[config.mk]
export PLATFORM = sky130hd
export DESIGN_NAME = pgwr_ctrl
export DESIGN_NICKNAME = d
export VERILOG_FILES = /design/src/rtl/pgwr_pkg.sv /design/src/rtl/pgwr_timer.sv /design/src/rtl/pgwr_buffer.sv /design/src/rtl/pgwr_seq.sv /design/src/rtl/pgwr_ctrl.sv
export SDC_FILE = /design/constraint.sdc
export NUM_CORES = 1
export LEC_CHECK = 0
export BUFFER_PORTS_ARGS = -buffer_cell sky130_fd_sc_hd__buf_4
export CAP_MARGIN = 20
export CORE_ASPECT_RATIO = 0.5
export CORE_MARGIN = 2
export CORE_UTILIZATION = 30
export CTS_CLUSTER_DIAMETER = 80
export DETAILED_ROUTE_END_ITERATION = 6
export PLACE_DENSITY = 0.58
export SLEW_MARGIN = 20
export SYNTH_ARGS = -nofsm -noshare
export SYNTH_HDL_FRONTEND = slang
export SYNTH_SLANG_ARGS = --single-unit
[constraint.sdc]
create_clock -name clk -period 1.9 [get_ports clk]
set_clock_uncertainty 0.15 [all_clocks]
set_input_delay 0.095 -clock clk [delete_from_list [all_inputs] [get_ports clk]]
set_output_delay 0.095 -clock clk [all_outputs]
set_load 0.05 [all_outputs]
[src/rtl/pgwr_pkg.sv]
package pgwr_pkg;
   typedef enum logic [1:0] {
      PW_IDLE  = 2'd0,
      PW_FILL  = 2'd1,
      PW_BLOCK = 2'd2,
      PW_FLUSH = 2'd3
   } pw_state_e;
endpackage

[src/rtl/pgwr_timer.sv]
module pgwr_timer #(
   parameter int WR_CYCLES = 40
) (
   input  logic clk,
   input  logic rst_n,
   input  logic start_i,
   output logic busy_o
);
   localparam int CNT_W = $clog2(WR_CYCLES + 1);

   logic [CNT_W-1:0] cnt_q;

   always_ff @(posedge clk or negedge rst_n) begin
      if (!rst_n)
         cnt_q <= '0;
      else if (start_i)
         cnt_q <= CNT_W'(WR_CYCLES);
      else if (cnt_q != '0)
         cnt_q <= cnt_q - 1'b1;
   end

   assign busy_o = (cnt_q != '0);
endmodule

[src/rtl/pgwr_buffer.sv]
module pgwr_buffer #(
   parameter int DATA_W     = 8,
   parameter int PAGE_BYTES = 8,
   parameter int OFS_W      = 3
) (
   input  logic              clk,
   input  logic              rst_n,
   input  logic              clr_i,
   input  logic              wr_i,
   input  logic [OFS_W-1:0]  wr_ofs_i,
   input  logic [DATA_W-1:0] wr_data_i,
   input  logic [OFS_W-1:0]  rd_ofs_i,
   output logic [DATA_W-1:0] rd_data_o,
   output logic              rd_vld_o
);
   logic [DATA_W-1:0]     slot_data [PAGE_BYTES];
   logic [PAGE_BYTES-1:0] slot_vld;

   for (genvar g = 0; g < PAGE_BYTES; g++) begin : g_slot
      logic [DATA_W-1:0] d_q;
      logic              v_q;
      logic              hit;

      assign hit = wr_i && (wr_ofs_i == OFS_W'(g));

      always_ff @(posedge clk or negedge rst_n) begin
         if (!rst_n) begin
            d_q <= '0;
            v_q <= 1'b0;
         end else if (hit) begin
            d_q <= wr_data_i;
            v_q <= 1'b1;
         end else if (clr_i) begin
            v_q <= 1'b0;
         end
      end

      assign slot_data[g] = d_q;
      assign slot_vld[g]  = v_q;
   end

   assign rd_data_o = slot_data[rd_ofs_i];
   assign rd_vld_o  = slot_vld[rd_ofs_i];
endmodule

[src/rtl/pgwr_seq.sv]
module pgwr_seq
   import pgwr_pkg::*;
#(
   parameter int ADDR_W     = 8,
   parameter int PAGE_BYTES = 8,
   parameter int OFS_W      = 3
) (
   input  logic              clk,
   input  logic              rst_n,
   input  logic              addr_vld_i,
   input  logic [ADDR_W-1:0] addr_i,
   input  logic              data_vld_i,
   input  logic              stop_i,
   input  logic              abort_i,
   input  logic              wp_i,
   input  logic              busy_i,
   input  logic              slot_vld_i,
   output logic              ack_o,
   output logic              buf_clr_o,
   output logic              buf_wr_o,
   output logic [OFS_W-1:0]  fill_ofs_o,
   output logic [OFS_W-1:0]  scan_ofs_o,
   output logic              mem_we_o,
   output logic [ADDR_W-1:0] mem_addr_o,
   output logic [ADDR_W-1:0] ptr_o,
   output logic              tmr_start_o
);
   localparam int PAGE_W = ADDR_W - OFS_W;
   localparam logic [OFS_W-1:0] LAST_OFS = OFS_W'(PAGE_BYTES - 1);

   pw_state_e         state_q, state_d;
   logic [PAGE_W-1:0] page_q, page_d;
   logic [OFS_W-1:0]  fill_q, fill_d;
   logic [OFS_W-1:0]  last_q, last_d;
   logic [OFS_W-1:0]  scan_q, scan_d;
   logic              got_q, got_d;
   logic [ADDR_W-1:0] ptr_q, ptr_d;
   logic              ack_q, ack_d;
   logic              clr, wr, start;

   always_comb begin
      state_d = state_q;
      page_d  = page_q;
      fill_d  = fill_q;
      last_d  = last_q;
      scan_d  = scan_q;
      got_d   = got_q;
      ptr_d   = ptr_q;
      ack_d   = 1'b0;
      clr     = 1'b0;
      wr      = 1'b0;
      start   = 1'b0;

      if (state_q == PW_FLUSH) begin
         scan_d = scan_q + 1'b1;
         if (scan_q == LAST_OFS) begin
            state_d = PW_IDLE;
            ptr_d   = {page_q, last_q};
            got_d   = 1'b0;
            clr     = 1'b1;
         end
      end else if (!busy_i) begin
         if (abort_i) begin
            state_d = PW_IDLE;
            got_d   = 1'b0;
            clr     = 1'b1;
         end else if (stop_i) begin
            if (state_q == PW_FILL && got_q) begin
               state_d = PW_FLUSH;
               scan_d  = '0;
               start   = 1'b1;
            end else begin
               state_d = PW_IDLE;
               got_d   = 1'b0;
               clr     = 1'b1;
            end
         end else if (addr_vld_i) begin
            state_d = PW_FILL;
            page_d  = addr_i[ADDR_W-1:OFS_W];
            fill_d  = addr_i[OFS_W-1:0];
            ptr_d   = addr_i;
            got_d   = 1'b0;
            clr     = 1'b1;
            ack_d   = 1'b1;
         end else if (data_vld_i && state_q == PW_FILL) begin
            if (wp_i) begin
               state_d = PW_BLOCK;
            end else begin
               wr     = 1'b1;
               last_d = fill_q;
               fill_d = fill_q + 1'b1;
               got_d  = 1'b1;
               ack_d  = 1'b1;
            end
         end
      end
   end

   always_ff @(posedge clk or negedge rst_n) begin
      if (!rst_n) begin
         state_q <= PW_IDLE;
         page_q  <= '0;
         fill_q  <= '0;
         last_q  <= '0;
         scan_q  <= '0;
         got_q   <= 1'b0;
         ptr_q   <= '0;
         ack_q   <= 1'b0;
      end else begin
         state_q <= state_d;
         page_q  <= page_d;
         fill_q  <= fill_d;
         last_q  <= last_d;
         scan_q  <= scan_d;
         got_q   <= got_d;
         ptr_q   <= ptr_d;
         ack_q   <= ack_d;
      end
   end

   assign ack_o       = ack_q;
   assign buf_clr_o   = clr;
   assign buf_wr_o    = wr;
   assign fill_ofs_o  = fill_q;
   assign scan_ofs_o  = scan_q;
   assign mem_we_o    = (state_q == PW_FLUSH) && slot_vld_i;
   assign mem_addr_o  = {page_q, scan_q};
   assign ptr_o       = ptr_q;
   assign tmr_start_o = start;
endmodule

[src/rtl/pgwr_ctrl.sv]
module pgwr_ctrl #(
   parameter int ADDR_W     = 8,
   parameter int DATA_W     = 8,
   parameter int PAGE_BYTES = 8,
   parameter int WR_CYCLES  = 40
) (
   input  logic              clk,
   input  logic              rst_n,
   input  logic              addr_vld_i,
   input  logic [ADDR_W-1:0] addr_i,
   input  logic              data_vld_i,
   input  logic [DATA_W-1:0] data_i,
   input  logic              stop_i,
   input  logic              abort_i,
   input  logic              wp_i,
   output logic              busy_o,
   output logic              ack_o,
   output logic              mem_we_o,
   output logic [ADDR_W-1:0] mem_addr_o,
   output logic [DATA_W-1:0] mem_wdata_o,
   output logic [ADDR_W-1:0] ptr_o
);
   localparam int OFS_W = $clog2(PAGE_BYTES);

   if (PAGE_BYTES < 2 || (1 << OFS_W) != PAGE_BYTES) begin : g_bad_page
      $error("PAGE_BYTES must be a power of two of at least 2");
   end
   if (ADDR_W <= OFS_W) begin : g_bad_addr
      $error("ADDR_W must exceed the page offset width");
   end
   if (WR_CYCLES <= PAGE_BYTES) begin : g_bad_window
      $error("WR_CYCLES must exceed PAGE_BYTES so the flush fits the window");
   end

   logic             buf_clr, buf_wr, slot_vld, tmr_start;
   logic [OFS_W-1:0] fill_ofs, scan_ofs;

   pgwr_timer #(.WR_CYCLES(WR_CYCLES)) u_timer (
      .clk     (clk),
      .rst_n   (rst_n),
      .start_i (tmr_start),
      .busy_o  (busy_o)
   );

   pgwr_buffer #(
      .DATA_W     (DATA_W),
      .PAGE_BYTES (PAGE_BYTES),
      .OFS_W      (OFS_W)
   ) u_buf (
      .clk       (clk),
      .rst_n     (rst_n),
      .clr_i     (buf_clr),
      .wr_i      (buf_wr),
      .wr_ofs_i  (fill_ofs),
      .wr_data_i (data_i),
      .rd_ofs_i  (scan_ofs),
      .rd_data_o (mem_wdata_o),
      .rd_vld_o  (slot_vld)
   );

   pgwr_seq #(
      .ADDR_W     (ADDR_W),
      .PAGE_BYTES (PAGE_BYTES),
      .OFS_W      (OFS_W)
   ) u_seq (
      .clk         (clk),
      .rst_n       (rst_n),
      .addr_vld_i  (addr_vld_i),
      .addr_i      (addr_i),
      .data_vld_i  (data_vld_i),
      .stop_i      (stop_i),
      .abort_i     (abort_i),
      .wp_i        (wp_i),
      .busy_i      (busy_o),
      .slot_vld_i  (slot_vld),
      .ack_o       (ack_o),
      .buf_clr_o   (buf_clr),
      .buf_wr_o    (buf_wr),
      .fill_ofs_o  (fill_ofs),
      .scan_ofs_o  (scan_ofs),
      .mem_we_o    (mem_we_o),
      .mem_addr_o  (mem_addr_o),
      .ptr_o       (ptr_o),
      .tmr_start_o (tmr_start)
   );
endmodule

==> reports/metrics.csv <==
metric,value,unit
hold_viol,0,
critPathMaxFanout,10,
syn-num-nets,382,
std_cell_rows,33,
crit_path_start_kind,flip-flop,
endpoint_kind,output port,
area_delta_synth_final,38.6,%
dieArea,18100,um2
max_cap_violations,0,
htreeDepth,3,
cp_slowest_cell,mux4_2,
synth_enable_flop_cells,0,
avgSynthCellArea,14.6,um2
setup_ws,-276,ps
critPathArrivalTime,1930,ps
fp.dieW,188,um
cts_buffer_depth,2,
antenna_cells,0,
overflow,0,
p_clk_frac,0.259,
netlist.area_leader.share,0.511,
ys_seq_area_frac,0.511,
core,16500,um2
netlist_area,5090,um2
endpoint,mem_wdata_o[2],
switchingPower,2780,uW
num_vias,3286,
stdcell_count,695,
place_ws,-243,ps
drtPass1Iterations,4,
final_max_slew_viol_count,0,
max_stage_delay,510,ps
start_util,0.309,
powerDensity,1100,nW/um2
grt_pass1_wl,18.9,mm
vdd.ir_drop.worst,0.000795,V
grt_max_degree,34,
ant_nets,0,
wire_per_inst,17.1,um
routed_wl,11.9,mm
ios,50,
combPwrFrac,0.385,
dp_hpwl,7.65,mm
cts_inserted_buffers,9,
final_layout_size_suffix_gt1_frac,0.536,
dpl.cell_count,642,
power_leakage,0.00323,uW
cts_tree,done,
async_reset_ff_frac,1.00,
yosysTopAreaCell,dfrtp_1,
grt_use_total,0.137,
synth-seq-cells,104,
worstPathCellList,buf_12 > mux4_2 > mux2_4 > buf_6,
tightest_slew,441,ps
synth_cells,349,
antenna_found_initial,0,
power_frac_seq,0.357,
crit-reg2reg-capture,u_seq.state_q[0]$_DFFE_PN0P_,
min_period_over_period,1.15,
clk_latency,340,ps
cp.required,1650,ps
hold_path_class,in -> reg,
cts.sinks,104,
worstSetupStartpoint,u_seq.scan_ofs_o[0]$_DFFE_PN0P_,
max_freq,0.460,GHz
nets,496,
path_clk_slew,70,ps
via_per_inst,4.73,
swShare,0.359,
yosys_warnings,0,
violations,setup timing,
drt_iter0_drc,91,
fin_crit,2180,ps
drc,0,
cts_root_buf,clkbuf_16,
setup_viol,92,
timing.hold.ws,38.4,ps
power.internal,4970,uW
grt_pass1_vias,3413,
io_buffers,49,
maxSlewHeadroom,0.705,
synthDistinctLibCells,43,
power.total,7750,uW
nFillCells,1488,
status,finished with violations,
ys_top_cells_by_area,"dfrtp_1 51%, mux2_4 14%, mux4_2 8.0%",
rsz0062_at_grt,true,
rrSetupSlack,-240,ps
place_congestion,0.712,
crit_type,reg -> out,
rr_worst_depth,8,
r2r-start,u_seq.scan_ofs_o[0]$_DFFE_PN0P_,
die_h,96.1,um
dominantRegCellSynth,dfrtp_1,
## power by group through the flow
stage | clock network, uW | registers, uW | logic (uW)
after floorplan | 0 | 3300 | 1160
final | 2000 | 2760 | 2980
after global placement | 0 | 2770 | 2570
after global routing | 2130 | 2810 | 3210
after CTS | 2040 | 2750 | 2840
after detailed placement | 0 | 2780 | 2610
## stage by stage
stage,util,cell area (um2),TNS (ps)
4_1_cts,0.416,6850,-7310
5_1_grt,0.428,7050,-17990
6_report,0.428,7050,-10750
3_3_place_gp,0.370,6090,-10300
3_5_place_dp,0.370,6090,-11730
2_1_floorplan,-,5230,-5090
## cell usage in the layout (no fill, tap or decap), drive strengths merged, types with 2 or more instances in the layout
cell,count
nor3,3
nand3,2
inv,7
bufinv,2
dlygate4sd3,17
buf,104
mux2i,12
mux4,18
and2,2
xnor2,2
a21oi,9
dfrtp,104
ha,10
nor2b,2
nand2,24
a22o,6
clkbuf,10
nand4,2
and3,7
a211oi,3
nor2,5
mux2,80
and4,2
a21o,4
o21ai,14
## cells in the mapped netlist (all sizes together) (3+ instances only)
cell,count
clkbuf,6
a211oi,3
mux2i,12
o21ai,14
buf,13
dfrtp,104
mux2,80
nand2,23
nor3,3
inv,5
and3,7
a21o,4
a21oi,9
nor2,5
mux4,18
ha,10
a22o,6
## how the worst min path moves through the flow
stage          cells after the start  slack, ps                            endpoint     from
3_3_place_gp                       1        -90        u_timer.cnt_q[3]$_DFFE_PN0P_    rst_n
3_5_place_dp                       1        -80        u_timer.cnt_q[3]$_DFFE_PN0P_    rst_n
4_1_cts                            3          6             u_seq.got_q$_DFFE_PN0P_  abort_i
2_1_floorplan                      0       -350  u_buf.g_slot[0].d_q[0]$_DFFE_PN0P_    rst_n
5_1_grt                            3         40        u_seq.state_q[0]$_DFFE_PN0P_  abort_i
6_report                           3         40        u_seq.state_q[0]$_DFFE_PN0P_  abort_i
## cell families after synthesis
family | synth area share
flops | 0.511
compound gates | 0.0612
buf+inv | 0.0280
fa+ha+maj | 0.0246
mux | 0.316
xor+xnor | 0.00344
simple gates | 0.0556
## registers in the layout (all words and copies together), names as in the netlist
register and flops:
u_buf.g_slot.d_q 64, u_buf.g_slot.v_q 8, u_seq.ack_o 1, u_seq.fill_ofs_o 3, u_seq.got_q 1, u_seq.last_q 3
u_seq.page_q 5, u_seq.ptr_o 8, u_seq.scan_ofs_o 3, u_seq.state_q 2, u_timer.cnt_q 6
## metal layers
metal,wire length [um],global-route usage,share of wire,up-vias
met5,0,0,0,-
met4,142,0.0354,0.012,0
met3,385,0.0346,0.032,11
met2,5440,0.222,0.46,53
met1,5930,0.186,0.50,1694
li1,-,-,-,1528
## worst max-delay path, delay by kind of cell (launching register included)
family,cells,cell delay [ps]
mux,2,800
flops,1,450
buf+inv,2,320
## final cells by class
type,instances,area (um2),share of cell area
multi-input combinational,222,2630,0.373
tap,227,284,0.0403
timing repair buffer,121,1190,0.169
clock buffer,10,229,0.0325
inverter,5,18.8,0.00266
clock inverter,6,90.1,0.0128
sequential,104,2610,0.369
## timing repair
item                                    CTS  global route
endpoints found under the setup margin   77           103
resized for setup                        34            41
pin swaps                                 6             4
setup buffers                            13             8
endpoints found under the hold margin   184             0
cloned                                    2             2
hold buffers                             17             0
Note: power is estimated with default switching activity, not from simulation.
